===== config.mk =====
export PLATFORM = sky130hd
export DESIGN_NAME = dram_ptest_top
export DESIGN_NICKNAME = d
export VERILOG_FILES = /design/src/rtl/dram_ptest_pkg.sv /design/src/rtl/ptest_datapath.sv /design/src/rtl/ptest_control.sv /design/src/rtl/dram_ptest_top.sv
export SDC_FILE = /design/constraint.sdc
export NUM_CORES = 1
export LEC_CHECK = 0
export CAP_MARGIN = 40
export CORE_UTILIZATION = 57
export CTS_CLUSTER_SIZE = 12
export DETAILED_ROUTE_END_ITERATION = 12
export PLACE_DENSITY = 0.95
export SLEW_MARGIN = 20
export SYNTH_ARGS = -nofsm -noshare
export SYNTH_HDL_FRONTEND = slang
export SYNTH_HIERARCHICAL = 1
export SYNTH_SLANG_ARGS = --single-unit

===== constraint.sdc =====
create_clock -name clk -period 5 [get_ports clk]
set_clock_uncertainty 0.2 [all_clocks]
set_input_delay 0.5 -clock clk [delete_from_list [all_inputs] [get_ports clk]]
set_output_delay 0.5 -clock clk [all_outputs]
set_load 0.02 [all_outputs]

===== src/rtl/dram_ptest_pkg.sv =====
package dram_ptest_pkg;

  typedef enum logic [2:0] {
    S_IDLE, S_RCAS, S_RRAS, S_ROW, S_COL, S_PRE, S_DONE
  } ptState_t;

  typedef enum logic [1:0] {
    P_ENTER, P_WRITE, P_READ, P_EXIT
  } ptPhase_t;

  // control -> datapath strobes
  typedef struct packed {
    logic clrAll;   // restart: index 0, pattern 0, failure cleared
    logic idxInc;   // advance to next compressed location
    logic patLoad;  // switch pattern to all ones
    logic selCol;   // drive column half of the address
    logic sample;   // capture compare result from data pins
  } ptStrobe_t;

endpackage


===== src/rtl/ptest_datapath.sv =====
module ptest_datapath
  import dram_ptest_pkg::*;
#(
  parameter int ADDR_W   = 11,
  parameter int DQ_W     = 8,
  parameter int ROW_BITS = 10,
  parameter int COL_BITS = 9
) (
  input  logic                         clk,
  input  logic                         rstN,
  input  ptStrobe_t                    strb,
  input  logic [DQ_W-1:0]              dqIn,
  output logic [ADDR_W-1:0]            addr,
  output logic [DQ_W-1:0]              dqOut,
  output logic                         lastIdx,
  output logic                         patOne,
  output logic                         passOk,
  output logic [ROW_BITS+COL_BITS-1:0] failAddr
);
  localparam int IDX_W = ROW_BITS + COL_BITS;

  logic [IDX_W-1:0]    idx;
  logic                failSeen;
  logic [COL_BITS-1:0] colPart;
  logic [ROW_BITS-1:0] rowPart;
  logic                anyLow;

  assign colPart = idx[COL_BITS-1:0];
  assign rowPart = idx[IDX_W-1:COL_BITS];
  assign anyLow  = (dqIn != {DQ_W{1'b1}});

  always_ff @(posedge clk or negedge rstN) begin
    if (!rstN) begin
      idx      <= '0;
      patOne   <= 1'b0;
      failSeen <= 1'b0;
      failAddr <= '0;
    end else begin
      if (strb.clrAll) begin
        idx      <= '0;
        patOne   <= 1'b0;
        failSeen <= 1'b0;
        failAddr <= '0;
      end else begin
        if (strb.idxInc)  idx    <= idx + 1'b1;
        if (strb.patLoad) patOne <= 1'b1;
        if (strb.sample && anyLow && !failSeen) begin
          failSeen <= 1'b1;
          failAddr <= idx;
        end
      end
    end
  end

  // ignored compare-mode bits (row 10, column 0 and 10) are driven low
  assign addr    = strb.selCol ? ADDR_W'({colPart, 1'b0}) : ADDR_W'(rowPart);
  assign dqOut   = {DQ_W{patOne}};
  assign lastIdx = &idx;
  assign passOk  = !failSeen;


  first_fail_hold_chk: assert property (@(posedge clk) disable iff (!rstN)
    failSeen && !strb.clrAll |=> $stable(failAddr));


  fail_latched_chk: assert property (@(posedge clk) disable iff (!rstN)
    strb.sample && anyLow && !strb.clrAll |=> !passOk);


  idx_step_chk: assert property (@(posedge clk) disable iff (!rstN)
    strb.idxInc && !strb.clrAll |=> idx == $past(idx) + 1'b1);

endmodule


===== src/rtl/ptest_control.sv =====
module ptest_control
  import dram_ptest_pkg::*;
#(
  parameter int T_CSR   = 1,
  parameter int T_RAS   = 6,
  parameter int T_RCD   = 2,
  parameter int T_CAS   = 2,
  parameter int T_EXTRA = 1,
  parameter int T_RP    = 4,
  parameter int TMR_W   = 4
) (
  input  logic      clk,
  input  logic      rstN,
  input  logic      start,
  input  logic      lastIdx,
  input  logic      patOne,
  output logic      rasN,
  output logic      casN,
  output logic      weN,
  output logic      dqOe,
  output logic      done,
  output ptStrobe_t strb
);
  localparam int T_RD = T_CAS + T_EXTRA;

  ptState_t         state, nxt;
  ptPhase_t         phase, phaseNxt;
  logic [TMR_W-1:0] tmr;
  logic             tmrZero;

  assign tmrZero = (tmr == '0);

  function automatic logic [TMR_W-1:0] durOf(ptState_t s, ptPhase_t p);
    case (s)
      S_RCAS:  return TMR_W'(T_CSR - 1);
      S_RRAS:  return TMR_W'(T_RAS - 1);
      S_ROW:   return TMR_W'(T_RCD - 1);
      S_COL:   return (p == P_READ) ? TMR_W'(T_RD - 1) : TMR_W'(T_CAS - 1);
      S_PRE:   return TMR_W'(T_RP - 1);
      default: return '0;
    endcase
  endfunction

  always_comb begin
    nxt      = state;
    phaseNxt = phase;
    strb     = '0;
    strb.selCol = (state == S_COL);
    case (state)
      S_IDLE, S_DONE: if (start) begin
        strb.clrAll = 1'b1;
        phaseNxt    = P_ENTER;
        nxt         = S_RCAS;
      end
      S_RCAS: if (tmrZero) nxt = S_RRAS;
      S_RRAS: if (tmrZero) nxt = S_PRE;
      S_ROW:  if (tmrZero) nxt = S_COL;
      S_COL:  if (tmrZero) begin
        strb.sample = (phase == P_READ);
        nxt         = S_PRE;
      end
      S_PRE: if (tmrZero) begin
        case (phase)
          P_ENTER: begin phaseNxt = P_WRITE; nxt = S_ROW; end
          P_EXIT:  nxt = S_DONE;
          default: begin
            strb.idxInc = 1'b1;          // wraps to 0 after the last index
            nxt         = S_ROW;
            if (lastIdx) begin
              if (phase == P_WRITE) phaseNxt = P_READ;
              else if (!patOne) begin
                strb.patLoad = 1'b1;
                phaseNxt     = P_WRITE;
              end else begin
                phaseNxt = P_EXIT;
                nxt      = S_RCAS;
              end
            end
          end
        endcase
      end
      default: nxt = S_IDLE;
    endcase
  end

  always_ff @(posedge clk or negedge rstN) begin
    if (!rstN) begin
      state <= S_IDLE;
      phase <= P_ENTER;
      tmr   <= '0;
    end else begin
      state <= nxt;
      phase <= phaseNxt;
      if (nxt != state)  tmr <= durOf(nxt, phaseNxt);
      else if (!tmrZero) tmr <= tmr - 1'b1;
    end
  end

  assign rasN = !(state == S_RRAS || state == S_ROW || state == S_COL);
  assign casN = !(state == S_RCAS || state == S_RRAS || state == S_COL);
  assign weN  = !(((state == S_RCAS || state == S_RRAS) && phase == P_ENTER) ||
                  (state == S_COL && phase == P_WRITE));
  assign dqOe = (state == S_COL) && (phase == P_WRITE);
  assign done = (state == S_DONE);


  cbr_cas_first_chk: assert property (@(posedge clk) disable iff (!rstN)
    $fell(rasN) && !casN |-> $past(!casN));


  entry_we_hold_chk: assert property (@(posedge clk) disable iff (!rstN)
    !rasN && !casN && !weN && !dqOe |=> rasN || !weN);


  done_hold_chk: assert property (@(posedge clk) disable iff (!rstN)
    done && !start |=> done);


  busy_start_chk: assert property (@(posedge clk) disable iff (!rstN)
    !done && state != S_IDLE && start |=> !done);


  drive_in_write_chk: assert property (@(posedge clk) disable iff (!rstN)
    dqOe |-> !weN && !casN && !rasN);

endmodule


===== src/rtl/dram_ptest_top.sv =====
module dram_ptest_top
  import dram_ptest_pkg::*;
#(
  parameter int ADDR_W   = 11,
  parameter int DQ_W     = 8,
  parameter int ROW_BITS = 10,
  parameter int COL_BITS = 9,
  parameter int T_CSR    = 1,
  parameter int T_RAS    = 6,
  parameter int T_RCD    = 2,
  parameter int T_CAS    = 2,
  parameter int T_EXTRA  = 1,
  parameter int T_RP     = 4,
  parameter int TMR_W    = 4
) (
  input  logic                         clk,
  input  logic                         rstN,
  input  logic                         start,
  input  logic [DQ_W-1:0]              dqIn,
  output logic                         rasN,
  output logic                         casN,
  output logic                         weN,
  output logic [ADDR_W-1:0]            addr,
  output logic [DQ_W-1:0]              dqOut,
  output logic                         dqOe,
  output logic                         done,
  output logic                         pass,
  output logic [ROW_BITS+COL_BITS-1:0] failAddr
);
  ptStrobe_t strb;
  logic      lastIdx;
  logic      patOne;

  ptest_control #(
    .T_CSR(T_CSR), .T_RAS(T_RAS), .T_RCD(T_RCD), .T_CAS(T_CAS),
    .T_EXTRA(T_EXTRA), .T_RP(T_RP), .TMR_W(TMR_W)
  ) i_ctl (
    .clk(clk), .rstN(rstN), .start(start), .lastIdx(lastIdx), .patOne(patOne),
    .rasN(rasN), .casN(casN), .weN(weN), .dqOe(dqOe), .done(done), .strb(strb)
  );

  ptest_datapath #(
    .ADDR_W(ADDR_W), .DQ_W(DQ_W), .ROW_BITS(ROW_BITS), .COL_BITS(COL_BITS)
  ) i_dp (
    .clk(clk), .rstN(rstN), .strb(strb), .dqIn(dqIn), .addr(addr),
    .dqOut(dqOut), .lastIdx(lastIdx), .patOne(patOne), .passOk(pass),
    .failAddr(failAddr)
  );

endmodule


==> impl_metrics.py <==
metrics = {
    "outcome": {
        "status": "complete, no violations",
    },
    "synthesis": {
        "synth_fa_ha_area_frac": 0.0296,
        "synth_area_per_cell_um2": 10.2,
        "ys_ff_latch": 49,
        "synth_flop_cell": "dfrtp_1",
        "synth_compound_area_frac": 0.152,
        "synth_area_um2": 2950,
        "ys_types": 56,
        "yosys.area_share.simple": 0.227,
        "syn_nets": 307,
        "synthXorXnorAreaFrac": 0.0445,
        "synth_edf_count": 0,
        "synthCells": 289,
        "ys_warn_count": 6,
        "async_reset_ff_frac": 1.00,
        "synth_top_family_by_area": "simple AND/OR/NAND/NOR gates",
        "synth_mux_area_frac": 0.0593,
        "yosysSeqAreaShare": 0.415,
    },
    "worst_setup_path": {
        "timing.rr.end": "i_ctl/tmr[0]",
        "path_max_fanout": 17,
        "worstReg2RegStart": "i_dp/idx[8]",
        "cp-start-kind": "flip-flop",
        "crit_type": "reg -> out",
        "cp.arrival_ps": 2720,
        "cp_slowest_stage_delay_ps": 650,
        "slowest_stage": "dfrtp_1",
        "ff2ff_path_depth": 9,
        "cp-end-kind": "output pin",
        "crit_chain": "inv_1, nor3_2, buf_4, mux2_2, clkdlybuf4s50_1",
        "reg2reg_slack_ps": 1770,
        "crit_start": "i_ctl/state[2]",
        "endpoint": "addr[7]",
        "required_ps": 4300,
    },
    "power_and_ir_drop": {
        "p_clk_frac": 0.181,
        "leakagePower_uw": 0.00155,
        "power_frac_comb": 0.447,
        "power_switching_uw": 644,
        "peakVddDrop_v": 0.000332,
        "p_int_uw": 918,
        "seq_power_share": 0.372,
        "netSwitchingFraction": 0.412,
        "power_density_nw_per_um2": 434,
    },
    "worst_hold_path": {
        "min_path_cells": 1,
        "hp-class": "reg -> reg",
        "min_from": "i_dp/failAddr[13]",
    },
    "routing": {
        "route.detailed.drc": 0,
        "ant_nets": 0,
        "vias": 2377,
        "wl_um": 6950,
        "viasPerCell": 5.96,
        "drtPass1Iterations": 4,
        "drt_iter0_drc": 148,
        "wire_per_inst_um": 17.4,
    },
    "sta": {
        "tightest_slew_ps": 884,
        "layout_min_cycle_time_ps": 3420,
        "worst_hold_slack_ps": 308,
        "setup-violations-final": 0,
        "fmax_mhz": 292,
        "setup_tns_ps": 0,
        "rsz0062_at_grt": "false",
        "hold_viol": 0,
        "maxSlewHeadroom": 0.405,
        "period_share": 0.684,
        "maxSlewViolCount": 0,
    },
    "clock_network": {
        "post_cts_resized": 0,
        "cts.sinks": 49,
        "clock_tree.buffer_depth": 2,
        "clockRootBuffer": "clkbuf_8",
        "clkTransAtPathRegs_ps": 80,
        "insertion_delay_ps": 310,
        "numCtsBuffers": 5,
        "htree_num_levels": 2,
        "cts_tree": "built",
    },
    "floorplanning": {
        "die_area_um2": 5470,
        "die_x_um": 74.0,
        "die_height_um": 74.0,
        "ios": 55,
        "fp.coreArea_um2": 4850,
        "num_rows": 25,
        "start_util": 0.609,
    },
    "placed_design": {
        "io_buffers": 53,
        "dp_hpwl_um": 4850,
        "dp.cells": 388,
        "globalplace.congestion": 0.942,
    },
    "layout": {
        "areaGrowthSynthToFinish_pct": 21.8,
        "multi_input_area_um2": 1530,
        "drive_above_1_share": 0.142,
        "antenna_cells": 0,
        "instances_no_fill": 399,
        "regArea_um2": 1230,
        "nets": 349,
        "nFillCells": 305,
    },
    "grt": {
        "gr-total-overflow": 0,
        "grt_max_degree": 29,
        "grt_pass1_wl_um": 11500,
        "antenna_found_initial": 0,
        "grt_usage": 0.278,
        "first_global_vias": 2338,
    },
    "job": {
        "drv_cap": 0,
    },
}
## how the worst min path moves through the flow
stage | endpoint | slack, ps
global placement | i_dp/failAddr[2] | 280
CTS | i_dp/failAddr[0] | 310
global route | i_dp/failAddr[3] | 320
detailed placement | i_dp/failAddr[7] | 280
finish | i_dp/failAddr[13] | 310
floorplan | i_ctl/phase[0] | 4
## cells in the final DEF, fill, tap and decap left out, types with 4 or more instances in the layout
| master | synthesis | final |
|---|---|---|
| nand2_1 | 9 | 9 |
| ha_1 | 7 | 7 |
| nand4_1 | 7 | 7 |
| clkbuf_8 | 0 | 5 |
| a22o_1 | 19 | 19 |
| a21oi_1 | 8 | 8 |
| nor4_2 | 4 | 4 |
| o21ai_0 | 8 | 8 |
| nand3_1 | 11 | 11 |
| nor2_1 | 32 | 32 |
| xor2_1 | 4 | 4 |
| mux2_2 | 12 | 12 |
| mux2i_1 | 4 | 4 |
| and3_1 | 4 | 4 |
| inv_1 | 14 | 14 |
| xnor2_1 | 11 | 11 |
| dfrtp_1 | 49 | 49 |
| nor2b_1 | 10 | 10 |
| clkdlybuf4s50_1 | 0 | 52 |
| buf_4 | 13 | 4 |
## logic make-up (layout without fill, tap and decap cells)
| kind of cell | Yosys count | after routing |
|---|---|---|
| AND/OR/NAND/NOR | 106 | 106 |
| adder cells (fa/ha/maj) | 7 | 7 |
| flip-flops | 49 | 49 |
| AO/OA/AOI/OAI | 56 | 56 |
| buffers and inverters | 39 | 82 |
| other | 1 | 1 |
| XOR/XNOR | 15 | 15 |
| multiplexers | 16 | 16 |
## Yosys cell counts (all sizes together), types with 2 or more instances
library cell | instances | area, um^2
a211oi | 2 | 15.0
a21oi | 8 | 40.0
a221oi | 2 | 23.8
a22o | 19 | 166
and2 | 3 | 18.8
and3 | 5 | 32.5
buf | 20 | 139
clkbuf | 5 | 20.0
dfrtp | 49 | 1230
ha | 7 | 87.6
inv | 14 | 52.6
mux2 | 12 | 135
mux2i | 4 | 40.0
nand2 | 9 | 33.8
nand2b | 2 | 12.5
nand3 | 12 | 65.1
nand4 | 10 | 98.8
nor2 | 33 | 126
nor2b | 10 | 62.6
nor3 | 5 | 25.0
nor3b | 2 | 26.3
nor4 | 7 | 98.9
o211ai | 3 | 27.5
o21a | 2 | 15.0
o21ai | 8 | 40.0
o22ai | 2 | 12.5
o31a | 3 | 26.3
or3 | 3 | 18.8
xnor2 | 11 | 96.3
xor2 | 4 | 35.0
## flip-flops by register name (all words and copies together) (netlist names)
register,count
i_dp/patOne,1
i_dp/idx,19
i_ctl/phase,2
i_ctl/tmr,4
i_ctl/state,3
i_dp/failAddr,19
i_dp/failSeen,1
## cell type report
class	count	share of cell area
Sequential cell	49	0.341
Tap cell	67	0.0233
Clock buffer	6	0.0202
Multi-Input combinational cell	201	0.424
Inverter	14	0.0146
Clock inverter	2	0.0108
Timing Repair Buffer	60	0.166
## per-stage QoR
step                      instance area [um^2]  power (uW)  setup slack, ps  utilization
after detailed placement                  3460        1270             1860        0.713
final                                     3600        1560             1580        0.742
after CTS                                 3580        1560             1610        0.738
after global placement                    3430        1230             1770        0.707
after global routing                      3600        1650             1440        0.742
after floorplan                           2950        1060             2350            -
## critical path: cells and delay by family (launching register included)
family | cells | cell delay [ps]
buffers and inverters | 3 | 1030
flip-flops | 1 | 650
multiplexers | 1 | 370
AND/OR/NAND/NOR | 1 | 370
## power groups by stage
stage	combinational [uW]	clock [uW]	sequential, uW
after global placement	654	0	579
after floorplan	550	0	514
after CTS	692	288	578
after global routing	756	302	593
final	698	282	582
after detailed placement	685	0	585
## what timing repair did
action,CTS,global route
hold buffers,1,0
hold endpoints to repair,21,0
setup endpoints to repair,0,0
setup buffers,0,0
## metal layers
| layer | global-route usage | share of wire |
|---|---|---|
| met1 | 0.374 | 0.44 |
| met5 | 0 | 0 |
| met4 | 0.0897 | 0.017 |
| met2 | 0.455 | 0.50 |
| met3 | 0.0556 | 0.047 |
Power figures use the tool's default switching activity.
